===== config.mk =====
export PLATFORM = sky130hd
export DESIGN_NAME = seeprom_target
export DESIGN_NICKNAME = d
export VERILOG_FILES = /design/src/rtl/seeprom_pkg.sv /design/src/rtl/seeprom_dpath.sv /design/src/rtl/seeprom_ctrl.sv /design/src/rtl/seeprom_target.sv
export SDC_FILE = /design/constraint.sdc
export NUM_CORES = 1
export LEC_CHECK = 0
export BUFFER_PORTS_ARGS = -buffer_cell sky130_fd_sc_hd__buf_2
export CORE_MARGIN = 2
export CORE_UTILIZATION = 37
export DETAILED_ROUTE_END_ITERATION = 8
export RECOVER_POWER = 100
export SETUP_SLACK_MARGIN = 0.1
export SLEW_MARGIN = 40
export SYNTH_ARGS = -nofsm -noshare
export SYNTH_HDL_FRONTEND = slang
export SYNTH_SLANG_ARGS = --single-unit

===== constraint.sdc =====
create_clock -name clk -period 2.05 [get_ports clk]
set_input_delay 0.41 -clock clk [delete_from_list [all_inputs] [get_ports clk]]
set_output_delay 0.41 -clock clk [all_outputs]
set_load 0.02 [all_outputs]

===== src/rtl/seeprom_pkg.sv =====
package seeprom_pkg;

  // strobes from control to datapath, one cycle each
  typedef struct packed {
    logic shiftIn;    // capture sampled SDA into receive shifter
    logic ptrLoad;    // pointer <= received byte
    logic memWrite;   // register[pointer] <= received byte, pointer++
    logic txLoad;     // transmit shifter <= register[pointer], pointer++
    logic txShift;    // move next transmit bit to the front
    logic startBusy;  // arm the internal write-cycle timer
  } dpStrobe_t;

  typedef enum logic [2:0] {
    ST_IDLE,
    ST_RX,
    ST_ACK,
    ST_TX,
    ST_TXACK
  } ctrlState_t;

  typedef enum logic [1:0] {
    ROLE_ADDR,
    ROLE_PTR,
    ROLE_DATA
  } byteRole_t;

endpackage


===== src/rtl/seeprom_dpath.sv =====
module seeprom_dpath
  import seeprom_pkg::*;
#(
  parameter int MEM_DEPTH    = 16,
  parameter int WRITE_CYCLES = 1000
) (
  input  logic       clk,
  input  logic       rstN,
  input  logic       sclIn,
  input  logic       sdaIn,
  input  dpStrobe_t  strb,
  output logic       sclLevel,
  output logic       sclRise,
  output logic       sclFall,
  output logic       startDet,
  output logic       stopDet,
  output logic       sdaBit,
  output logic [7:0] rxByte,
  output logic       txBit,
  output logic       busy
);

  localparam int PTR_W   = (MEM_DEPTH > 1) ? $clog2(MEM_DEPTH) : 1;
  localparam int BUSY_W  = $clog2(WRITE_CYCLES + 1);
  localparam int SYNC_N  = 2;
  localparam logic [PTR_W-1:0] PTR_MAX = PTR_W'(MEM_DEPTH - 1);

  // ---- input synchronisers, idle-high reset ----
  logic [SYNC_N-1:0] sclSync, sdaSync;
  logic              sclPrev, sdaPrev;

  always_ff @(posedge clk or negedge rstN) begin
    if (!rstN) begin
      sclSync <= '1;
      sdaSync <= '1;
      sclPrev <= 1'b1;
      sdaPrev <= 1'b1;
    end else begin
      sclSync <= {sclSync[SYNC_N-2:0], sclIn};
      sdaSync <= {sdaSync[SYNC_N-2:0], sdaIn};
      sclPrev <= sclSync[SYNC_N-1];
      sdaPrev <= sdaSync[SYNC_N-1];
    end
  end

  logic sclS, sdaS;
  assign sclS     = sclSync[SYNC_N-1];
  assign sdaS     = sdaSync[SYNC_N-1];
  assign sclLevel = sclS;
  assign sdaBit   = sdaS;
  assign sclRise  = sclS & ~sclPrev;
  assign sclFall  = ~sclS & sclPrev;
  assign startDet = sclS & sclPrev & sdaPrev & ~sdaS;
  assign stopDet  = sclS & sclPrev & ~sdaPrev & sdaS;

  // ---- shifters, pointer, register array ----
  logic [7:0]       rxShift, txReg;
  logic [PTR_W-1:0] ptr, ptrNext;
  logic [7:0]       mem [MEM_DEPTH];

  assign ptrNext = (ptr == PTR_MAX) ? '0 : ptr + 1'b1;
  assign rxByte  = rxShift;
  assign txBit   = txReg[7];

  always_ff @(posedge clk or negedge rstN) begin
    if (!rstN) begin
      rxShift <= '0;
      txReg   <= '0;
      ptr     <= '0;
      for (int i = 0; i < MEM_DEPTH; i++) mem[i] <= '0;
    end else begin
      if (strb.shiftIn) rxShift <= {rxShift[6:0], sdaS};
      if (strb.ptrLoad) ptr <= rxShift[PTR_W-1:0];
      if (strb.memWrite) begin
        mem[ptr] <= rxShift;
        ptr      <= ptrNext;
      end
      if (strb.txLoad) begin
        txReg <= mem[ptr];
        ptr   <= ptrNext;
      end else if (strb.txShift) begin
        txReg <= {txReg[6:0], 1'b0};
      end
    end
  end

  // ---- internal write-cycle timer ----
  logic [BUSY_W-1:0] busyCnt;

  always_ff @(posedge clk or negedge rstN) begin
    if (!rstN)               busyCnt <= '0;
    else if (strb.startBusy) busyCnt <= BUSY_W'(WRITE_CYCLES);
    else if (busyCnt != '0)  busyCnt <= busyCnt - 1'b1;
  end

  assign busy = (busyCnt != '0);

  // ---- assertions ----
  p_busy_after_stop_r9: assert property (@(posedge clk) disable iff (!rstN)
    strb.startBusy |=> busy);

  p_single_ptr_op_r5: assert property (@(posedge clk) disable iff (!rstN)
    $onehot0({strb.ptrLoad, strb.memWrite, strb.txLoad}));

  p_ptr_wrap_r8: assert property (@(posedge clk) disable iff (!rstN)
    ((strb.memWrite || strb.txLoad) && ptr == PTR_MAX) |=> ptr == '0);

endmodule


===== src/rtl/seeprom_ctrl.sv =====
module seeprom_ctrl
  import seeprom_pkg::*;
#(
  parameter logic [3:0] TYPE_CODE = 4'hA
) (
  input  logic       clk,
  input  logic       rstN,
  input  logic [2:0] strap,
  input  logic       sclLevel,
  input  logic       sclRise,
  input  logic       sclFall,
  input  logic       startDet,
  input  logic       stopDet,
  input  logic       sdaBit,
  input  logic [7:0] rxByte,
  input  logic       txBit,
  input  logic       busy,
  output dpStrobe_t  strb,
  output logic       sdaDriveLow
);

  ctrlState_t state;
  byteRole_t  role;
  logic [3:0] bitCnt;
  logic       rdMode, wrote, masterAck, driveLow;

  logic rxDone, addrHit, ackEnd;
  assign rxDone  = (state == ST_RX) && sclFall && (bitCnt == 4'd8);
  assign addrHit = (rxByte[7:1] == {TYPE_CODE, strap}) && !busy;
  assign ackEnd  = (state == ST_ACK) && sclFall;

  always_comb begin
    strb           = '0;
    strb.shiftIn   = (state == ST_RX) && sclRise;
    strb.ptrLoad   = rxDone && (role == ROLE_PTR);
    strb.memWrite  = rxDone && (role == ROLE_DATA);
    strb.txLoad    = (ackEnd && role == ROLE_ADDR && rdMode) ||
                     ((state == ST_TXACK) && sclFall && masterAck);
    strb.txShift   = (state == ST_TX) && sclFall && (bitCnt != 4'd8);
    strb.startBusy = stopDet && wrote;
  end

  always_ff @(posedge clk or negedge rstN) begin
    if (!rstN) begin
      state     <= ST_IDLE;
      role      <= ROLE_ADDR;
      bitCnt    <= '0;
      rdMode    <= 1'b0;
      wrote     <= 1'b0;
      masterAck <= 1'b0;
      driveLow  <= 1'b0;
    end else if (startDet) begin
      state    <= ST_RX;
      role     <= ROLE_ADDR;
      bitCnt   <= '0;
      driveLow <= 1'b0;
    end else if (stopDet) begin
      state    <= ST_IDLE;
      driveLow <= 1'b0;
      wrote    <= 1'b0;
    end else begin
      unique case (state)
        ST_IDLE: ;
        ST_RX: begin
          if (sclRise) bitCnt <= bitCnt + 1'b1;
          if (rxDone) begin
            if (role == ROLE_ADDR && !addrHit) begin
              state <= ST_IDLE;
            end else begin
              state    <= ST_ACK;
              driveLow <= 1'b1;
              if (role == ROLE_ADDR) rdMode <= rxByte[0];
              if (role == ROLE_DATA) wrote  <= 1'b1;
            end
          end
        end
        ST_ACK: begin
          if (sclFall) begin
            driveLow <= 1'b0;
            bitCnt   <= '0;
            if (role == ROLE_ADDR && rdMode) begin
              state <= ST_TX;
            end else begin
              state <= ST_RX;
              role  <= (role == ROLE_ADDR) ? ROLE_PTR : ROLE_DATA;
            end
          end
        end
        ST_TX: begin
          driveLow <= ~txBit;
          if (sclRise) bitCnt <= bitCnt + 1'b1;
          if (sclFall && bitCnt == 4'd8) begin
            state    <= ST_TXACK;
            driveLow <= 1'b0;
          end
        end
        ST_TXACK: begin
          if (sclRise) masterAck <= ~sdaBit;
          if (sclFall) begin
            bitCnt <= '0;
            state  <= masterAck ? ST_TX : ST_IDLE;
          end
        end
        default: state <= ST_IDLE;
      endcase
    end
  end

  assign sdaDriveLow = driveLow;

  // ---- assertions ----
  p_drive_in_low_r3: assert property (@(posedge clk) disable iff (!rstN)
    $rose(driveLow) |-> !sclLevel);

  p_ack_release_r3: assert property (@(posedge clk) disable iff (!rstN)
    (ackEnd && !startDet && !stopDet) |=> !driveLow);

  p_no_ack_busy_r9: assert property (@(posedge clk) disable iff (!rstN)
    (rxDone && role == ROLE_ADDR && busy && !startDet && !stopDet) |=> !driveLow);

  p_nack_ends_r7: assert property (@(posedge clk) disable iff (!rstN)
    ((state == ST_TXACK) && sclFall && !masterAck && !startDet && !stopDet)
      |=> (state == ST_IDLE && !driveLow));

endmodule


===== src/rtl/seeprom_target.sv =====
module seeprom_target
  import seeprom_pkg::*;
#(
  parameter logic [3:0] TYPE_CODE    = 4'hA,
  parameter int         MEM_DEPTH    = 16,
  parameter int         WRITE_CYCLES = 1000
) (
  input  logic       clk,
  input  logic       rstN,
  input  logic       sclIn,
  input  logic       sdaIn,
  input  logic [2:0] strap,
  output logic       sdaDriveLow
);

  dpStrobe_t  strb;
  logic       sclLevel, sclRise, sclFall, startDet, stopDet, sdaBit, txBit, busy;
  logic [7:0] rxByte;

  seeprom_dpath #(
    .MEM_DEPTH   (MEM_DEPTH),
    .WRITE_CYCLES(WRITE_CYCLES)
  ) u_dpath (
    .clk     (clk),
    .rstN    (rstN),
    .sclIn   (sclIn),
    .sdaIn   (sdaIn),
    .strb    (strb),
    .sclLevel(sclLevel),
    .sclRise (sclRise),
    .sclFall (sclFall),
    .startDet(startDet),
    .stopDet (stopDet),
    .sdaBit  (sdaBit),
    .rxByte  (rxByte),
    .txBit   (txBit),
    .busy    (busy)
  );

  seeprom_ctrl #(
    .TYPE_CODE(TYPE_CODE)
  ) u_ctrl (
    .clk        (clk),
    .rstN       (rstN),
    .strap      (strap),
    .sclLevel   (sclLevel),
    .sclRise    (sclRise),
    .sclFall    (sclFall),
    .startDet   (startDet),
    .stopDet    (stopDet),
    .sdaBit     (sdaBit),
    .rxByte     (rxByte),
    .txBit      (txBit),
    .busy       (busy),
    .strb       (strb),
    .sdaDriveLow(sdaDriveLow)
  );

endmodule


; ---- Word level (Yosys, flattened, before mapping)
; Index checks and enable logic that the tools add are counted.
[classes]
addsub = 3
order_cmp = 2
eq_ne = 21
muxes = 47
bitwise_logic = 16
n_reduce_logical = 43
[op_table]
columns = op, count
row1 = 128-bit bitwise mux, 1
row2 = 8-bit 2-to-1 mux, 5
row3 = 8-bit binary-select mux with 4-bit select, 1
row4 = 8-bit demux with 4-bit select, 1
row5 = 4-bit 2-to-1 mux, 8
row6 = 10-bit 2-to-1 mux, 2
row7 = 1-bit logical AND, 18
row8 = 2-bit 2-to-1 mux, 9
row9 = 3-bit 2-to-1 mux, 6
row10 = 4-bit AND reduction, 4
row11 = 3-bit case mux with 5 select lines, 1
row12 = 2-bit nonzero test, 7
row13 = 4-bit by 2-bit inequality test with 1-bit output (second input constant), 3
row14 = 1-bit 2-to-1 mux, 11
row15 = 5-bit AND reduction, 2
row16 = 10-bit nonzero test, 1
row17 = 10-bit by 1-bit subtractor with 10-bit output (second input constant), 1
row18 = 4-bit by 1-bit adder with 4-bit output (second input constant), 2
row19 = 4-bit == test (second input constant), 2
row20 = 4-bit by 3-bit inequality test with 1-bit output (second input constant), 2
row21 = 1-bit NOT, 8
row22 = 4-bit case mux with 2 select lines, 1
row23 = 1-bit AND, 7
row24 = 7-bit == test, 1
row25 = 22 further kinds, 28
[word_totals]
ff_bits = 177
inputBits = 7
output_inout_bits = 1
wordCells = 163

; ---- Depth between registers and ports, before layout
[depth]
word_depth = 10
ltp_mapped = 10
ltp_nobuf = 7

; ---- Cells and area by module
; A second synthesis with hierarchy kept.
[hier_totals]
cells_unflattened = 614
hier_area_um2 = 8583.2
[modules_own_cells]
columns = mod, n_inst, cells_per_inst, area_each_um2, seq_area_each_um2
row1 = seeprom_dpath, 1, 507, 7598.5, 4111.4
row2 = seeprom_ctrl, 1, 107, 984.7, 325.3

; ---- Worst setup path after synthesis
; OpenSTA, ideal clock, no wires.
[synth_path]
path_type = register to register
from = register u_ctrl.bitCnt[0]
to = register u_dpath.mem[25] in the netlist's numbering
setup_ns = 0.125
t_arrival_ns = 2.016
required_time_ns = 1.925
slack_ns = -0.090
stages_incl_launch_ff = 11
path_buffers = 3
synth_period_minus_slack_ns = 2.140
path_cell_list = dfrtp_1 -> inv_1 -> ha_1 -> and3b_1 -> buf_2 -> and4_1 -> buf_4 -> and3_1 -> buf_4 -> nand2_4 -> mux2_2
[synth_between]
elab_chain_cells = 3
[synth_rtl]
columns = item, line_no
row1 = start: declaration, seeprom_ctrl.sv:24  ; logic [3:0] bitCnt;
row2 = start signal: assignment, seeprom_ctrl.sv:65  ; if (sclRise) bitCnt <= bitCnt + 1'b1;
row3 = start signal: assignment, seeprom_ctrl.sv:91  ; if (sclRise) bitCnt <= bitCnt + 1'b1;
row4 = 4-bit == test, seeprom_ctrl.sv:28  ; assign rxDone = (state == ST_RX) && sclFall && (bitCnt == 4'd8);
row5 = 1-bit logical AND, seeprom_ctrl.sv:28
row6 = 1-bit logical AND, seeprom_ctrl.sv:36  ; strb.memWrite = rxDone && (role == ROLE_DATA);
row7 = end signal: indexed assignment, seeprom_dpath.sv:75  ; mem[ptr] <= rxShift;
row8 = end: declaration, seeprom_dpath.sv:59  ; logic [7:0] mem [MEM_DEPTH];
; Every way passes these cells.
; A chain may end at the register's enable or synchronous reset.

; ---- Worst setup path in the final report
[layout_path]
from = register u_ctrl.bitCnt[1]
to = register u_dpath.mem[30] in the netlist's numbering
; The elaborated chain is that of the path after synthesis.

==> summary.json <==
{
  "outcome": "complete, no violations",
  "r2r.worst_path.cells": 9,
  "synth_top_cell_area_share_pct": 50.4,
  "clock_power_share_pct": 37.8,
  "comb_power_share_pct": 17.0,
  "net_count_synth": 643,
  "timing.slew.headroom_pct": 25.6,
  "unrepaired_setup_endpoints_after_global_routing": "yes",
  "int_pwr_mw": 6.18,
  "timing.hold.worst_path_depth": 1,
  "highest_attainable_clock_frequency_ghz": 0.494,
  "nNetsFinal": 702,
  "drc": 0,
  "switching_part_of_the_total_pct": 28.7,
  "detailedRoute.firstPassIterationCount": 4,
  "io_pins": 8,
  "layout_cell_share_with_drive_strength_beyond_1_pct": 46.9,
  "clock_latency_ns": 0.43,
  "vias_per_cell": 5.44,
  "cts.root.buffer_cell": "sky130_fd_sc_hd__clkbuf_16",
  "routedWlPerCell_um": 19.9,
  "ctsLongestPathBuffers": 2,
  "grt_pass1_wl_um": 31700,
  "final_gp_congestion": 0.861,
  "tritoncts": "built",
  "place.port_buffers": 7,
  "ys_seq_elements": 177,
  "share_of_async_settable_or_async_resettable_flops_after_synthesis_pct": 100,
  "antenna-diode-count": 0,
  "detail-route-antenna-nets": 0,
  "yosysSeqAreaShare_pct": 52.2,
  "numClockSinks": 177,
  "global_route.usage.total_pct": 17.2,
  "clock-skew-final_ns": 0.00922,
  "report.power.total_mw": 8.67,
  "areaGrowthSynthToFinish_pct": 21.3,
  "floorplan.die.height_um": 156,
  "globalRouteOverflowTotal": 0,
  "num_vias": 5361,
  "core_area_um2": 22600,
  "post-route-period-util_pct": 98.8,
  "hp-class": "input port to flip-flop",
  "final_critical_period_ns": 2.03,
  "cap_viol_max_count": 0,
  "report.final.slew_viol_count": 0,
  "pin_count_of_the_biggest_net_entering_global_routing": 47,
  "critical_path_arrival_ns": 2.34,
  "synth-edff-count": 0,
  "seqCellArea_um2": 4440,
  "synth_flop_cell": "sky130_fd_sc_hd__dfrtp_1",
  "cts_made_buffers": 17,
  "num_rows": 55,
  "die_area_um2": 24200,
  "seq_power_share_pct": 45.2,
  "post-synth-top-area-cell": "sky130_fd_sc_hd__dfrtp_1",
  "synth_cell_type_count": 54,
  "synthesis.yosys.warnings": 0,
  "htree_num_levels": 4,
  "dp_hpwl_um": 13000,
  "largest_fanout_on_the_critical_path": 8,
  "postRouteWirelength_um": 19600,
  "timing.setup.tns_ns": 0,
  "pwr_density_cell_nw_per_um2": 842,
  "final_area_um2": 10300,
  "synthesis.area_per_instance_um2": 13.5,
  "first_global_vias": 5654,
  "final_setup_viols": 0,
  "worst_ir_drop_vdd_uv": 408,
  "hold_slack_ns": 0.0704,
  "end_kind": "flip-flop",
  "critical_path_class": "flip-flop to flip-flop",
  "layout.cells.most_common_list": "170 x sky130_fd_sc_hd__dfrtp_1, 117 x sky130_fd_sc_hd__mux2_2, 43 x sky130_fd_sc_hd__nand2_1, 43 x sky130_fd_sc_hd__buf_4, 32 x sky130_fd_sc_hd__mux4_2",
  "power.leakage_nw": 4.72,
  "die_w_um": 156,
  "initial_core_util_pct": 37.6,
  "net-switching-power_mw": 2.49,
  "synth_cells": 628,
  "detail_route.iter0.violations": 316,
  "area_of_placed_instances_um2": 9270,
  "worst_slew_pin_slew_ns": 1.12,
  "netlist_top_cells_area": "sky130_fd_sc_hd__dfrtp_1 50%, sky130_fd_sc_hd__mux2_2 18%, sky130_fd_sc_hd__mux4_2 8.5%",
  "antenna_found_initial": 0,
  "final_core_density_pct": 45.6,
  "critical_path.startpoint_type": "flip-flop",
  "fill_cells": 1985,
  "multi_input_comb_area_um2": 4110,
  "clkTransAtPathRegs_ns": 0.07,
  "layout_commonest_cell": "sky130_fd_sc_hd__dfrtp_1",
  "cp.required_ns": 2.36,
  "finalHoldViolCount": 0,
  "post_synth_instance_area_um2": 8500
}
==> worst paths after layout <==
| path | slack, ns | startpoint | to |
|---|---|---|---|
| hold reg to reg | 0.36 | u_dpath.sclSync[0] | u_dpath.sclSync[1] |
| setup / recovery | 0.02 | u_ctrl.bitCnt[1] | u_dpath.mem[30] |
| max in group asynchronous | 0.29 | rstN | u_dpath.mem[84] |
| hold / removal | 0.07 | sdaIn | u_dpath.sdaSync[0] |
| min in group asynchronous | 0.73 | rstN | u_dpath.busyCnt[5] |
| setup reg to reg | 0.02 | u_ctrl.bitCnt[1] | u_dpath.mem[30] |
==> power groups by stage <==
stage | Sequential [mW] | Clock (mW) | Combinational, mW
finish | 3.92 | 3.28 | 1.47
CTS | 3.92 | 3.34 | 1.40
global placement | 3.97 | 0 | 1.31
detailed placement | 3.98 | 0 | 1.35
floorplan | 3.90 | 0 | 0.895
global route | 3.96 | 3.50 | 1.63
==> through the flow <==
| stage | setup slack (ns) | cells |
|---|---|---|
| 2_1_floorplan | 0.0184 | 628 |
| 3_3_place_gp | -0.0262 | 932 |
| 3_5_place_dp | -0.0629 | 932 |
| 4_1_cts | 0.000137 | 973 |
| 5_1_grt | -0.0612 | 985 |
| 6_report | 0.0241 | 985 |
==> cell type report <==
class | instances | share of cell area (%)
clock buffers | 19 | 4.30
clock inverters | 13 | 1.46
inverters | 12 | 0.474
multi-input cells | 399 | 39.9
flip-flops and latches | 177 | 43.1
well taps | 285 | 3.46
repair buffers | 80 | 7.29
==> repair_timing <==
| action | CTS | global route |
|---|---|---|
| cloned | 1 | 1 |
| hold buffers | 1 | 0 |
| endpoints found under the setup margin | 130 | 140 |
| pin swaps | 5 | 17 |
| resized for setup | 12 | 44 |
| hold endpoints to repair | 35 | 0 |
| buffers inserted | 7 | 11 |
==> flip-flops by register name, indices dropped and copies added, names as in the netlist, 2 cells and up <==
| register | count |
|---|---|
| u_dpath.mem | 128 |
| u_dpath.busyCnt | 10 |
| u_dpath.rxByte | 8 |
| u_dpath.txReg | 8 |
| u_ctrl.bitCnt | 4 |
| u_dpath.ptr | 4 |
| u_ctrl.state | 3 |
| u_ctrl.role | 2 |
| u_dpath.sclSync | 2 |
| u_dpath.sdaSync | 2 |
==> per-layer routing <==
metal	global-route usage (%)	up-vias	routed length, um
met4	6.47	0	444
met1	22.4	2811	9000
li1	-	2425	-
met3	3.83	30	626
met5	0	-	0
met2	28.2	95	9580
==> worst max-delay path, stage by stage, from the launching register on <==
cell and delay [ns]:
sky130_fd_sc_hd__dfrtp_1 0.38, sky130_fd_sc_hd__inv_1 0.06, sky130_fd_sc_hd__ha_2 0.17, sky130_fd_sc_hd__and3b_2 0.23
sky130_fd_sc_hd__buf_6 0.10, sky130_fd_sc_hd__and4_4 0.23, sky130_fd_sc_hd__and3_4 0.20, sky130_fd_sc_hd__buf_12 0.13
sky130_fd_sc_hd__nand2_8 0.09, sky130_fd_sc_hd__mux2_4 0.31
==> Yosys cell counts, types with 2 or more instances <==
cell type	n
sky130_fd_sc_hd__a31oi_1	10
sky130_fd_sc_hd__and3_1	6
sky130_fd_sc_hd__nand3_1	18
sky130_fd_sc_hd__a221o_1	5
sky130_fd_sc_hd__buf_4	7
sky130_fd_sc_hd__nor3b_4	2
sky130_fd_sc_hd__xnor2_1	5
sky130_fd_sc_hd__a211oi_1	2
sky130_fd_sc_hd__mux4_2	32
sky130_fd_sc_hd__inv_1	12
sky130_fd_sc_hd__mux2i_1	10
sky130_fd_sc_hd__dfrtp_1	171
sky130_fd_sc_hd__nand2b_1	7
sky130_fd_sc_hd__a21oi_1	8
sky130_fd_sc_hd__buf_2	10
sky130_fd_sc_hd__nand2_1	44
sky130_fd_sc_hd__nand2_4	4
sky130_fd_sc_hd__xor2_1	5
sky130_fd_sc_hd__nand3_2	12
sky130_fd_sc_hd__nor4_1	4
sky130_fd_sc_hd__nor3_1	5
sky130_fd_sc_hd__nand4_1	2
sky130_fd_sc_hd__or2_2	2
sky130_fd_sc_hd__o221ai_1	2
sky130_fd_sc_hd__o22ai_1	6
sky130_fd_sc_hd__clkbuf_1	21
sky130_fd_sc_hd__mux2_1	4
sky130_fd_sc_hd__mux2_2	135
sky130_fd_sc_hd__nor2b_1	4
sky130_fd_sc_hd__ha_1	8
sky130_fd_sc_hd__nor4b_1	2
sky130_fd_sc_hd__nor2_1	22
sky130_fd_sc_hd__o21ai_0	12
sky130_fd_sc_hd__dfstp_2	6
sky130_fd_sc_hd__nor3_4	2
sky130_fd_sc_hd__nand4b_1	2
sky130_fd_sc_hd__buf_1	2
==> cell families after synthesis <==
kind of cell    Yosys count  share of synthesized area (%)
buf+inv                  52                           2.75
xor+xnor                 10                           1.03
flops                   177                           52.2
simple gates            148                           10.6
fa+ha+maj                 8                           1.18
mux                     182                           28.3
compound gates           51                           3.93
Power figures use the tool's default switching activity.
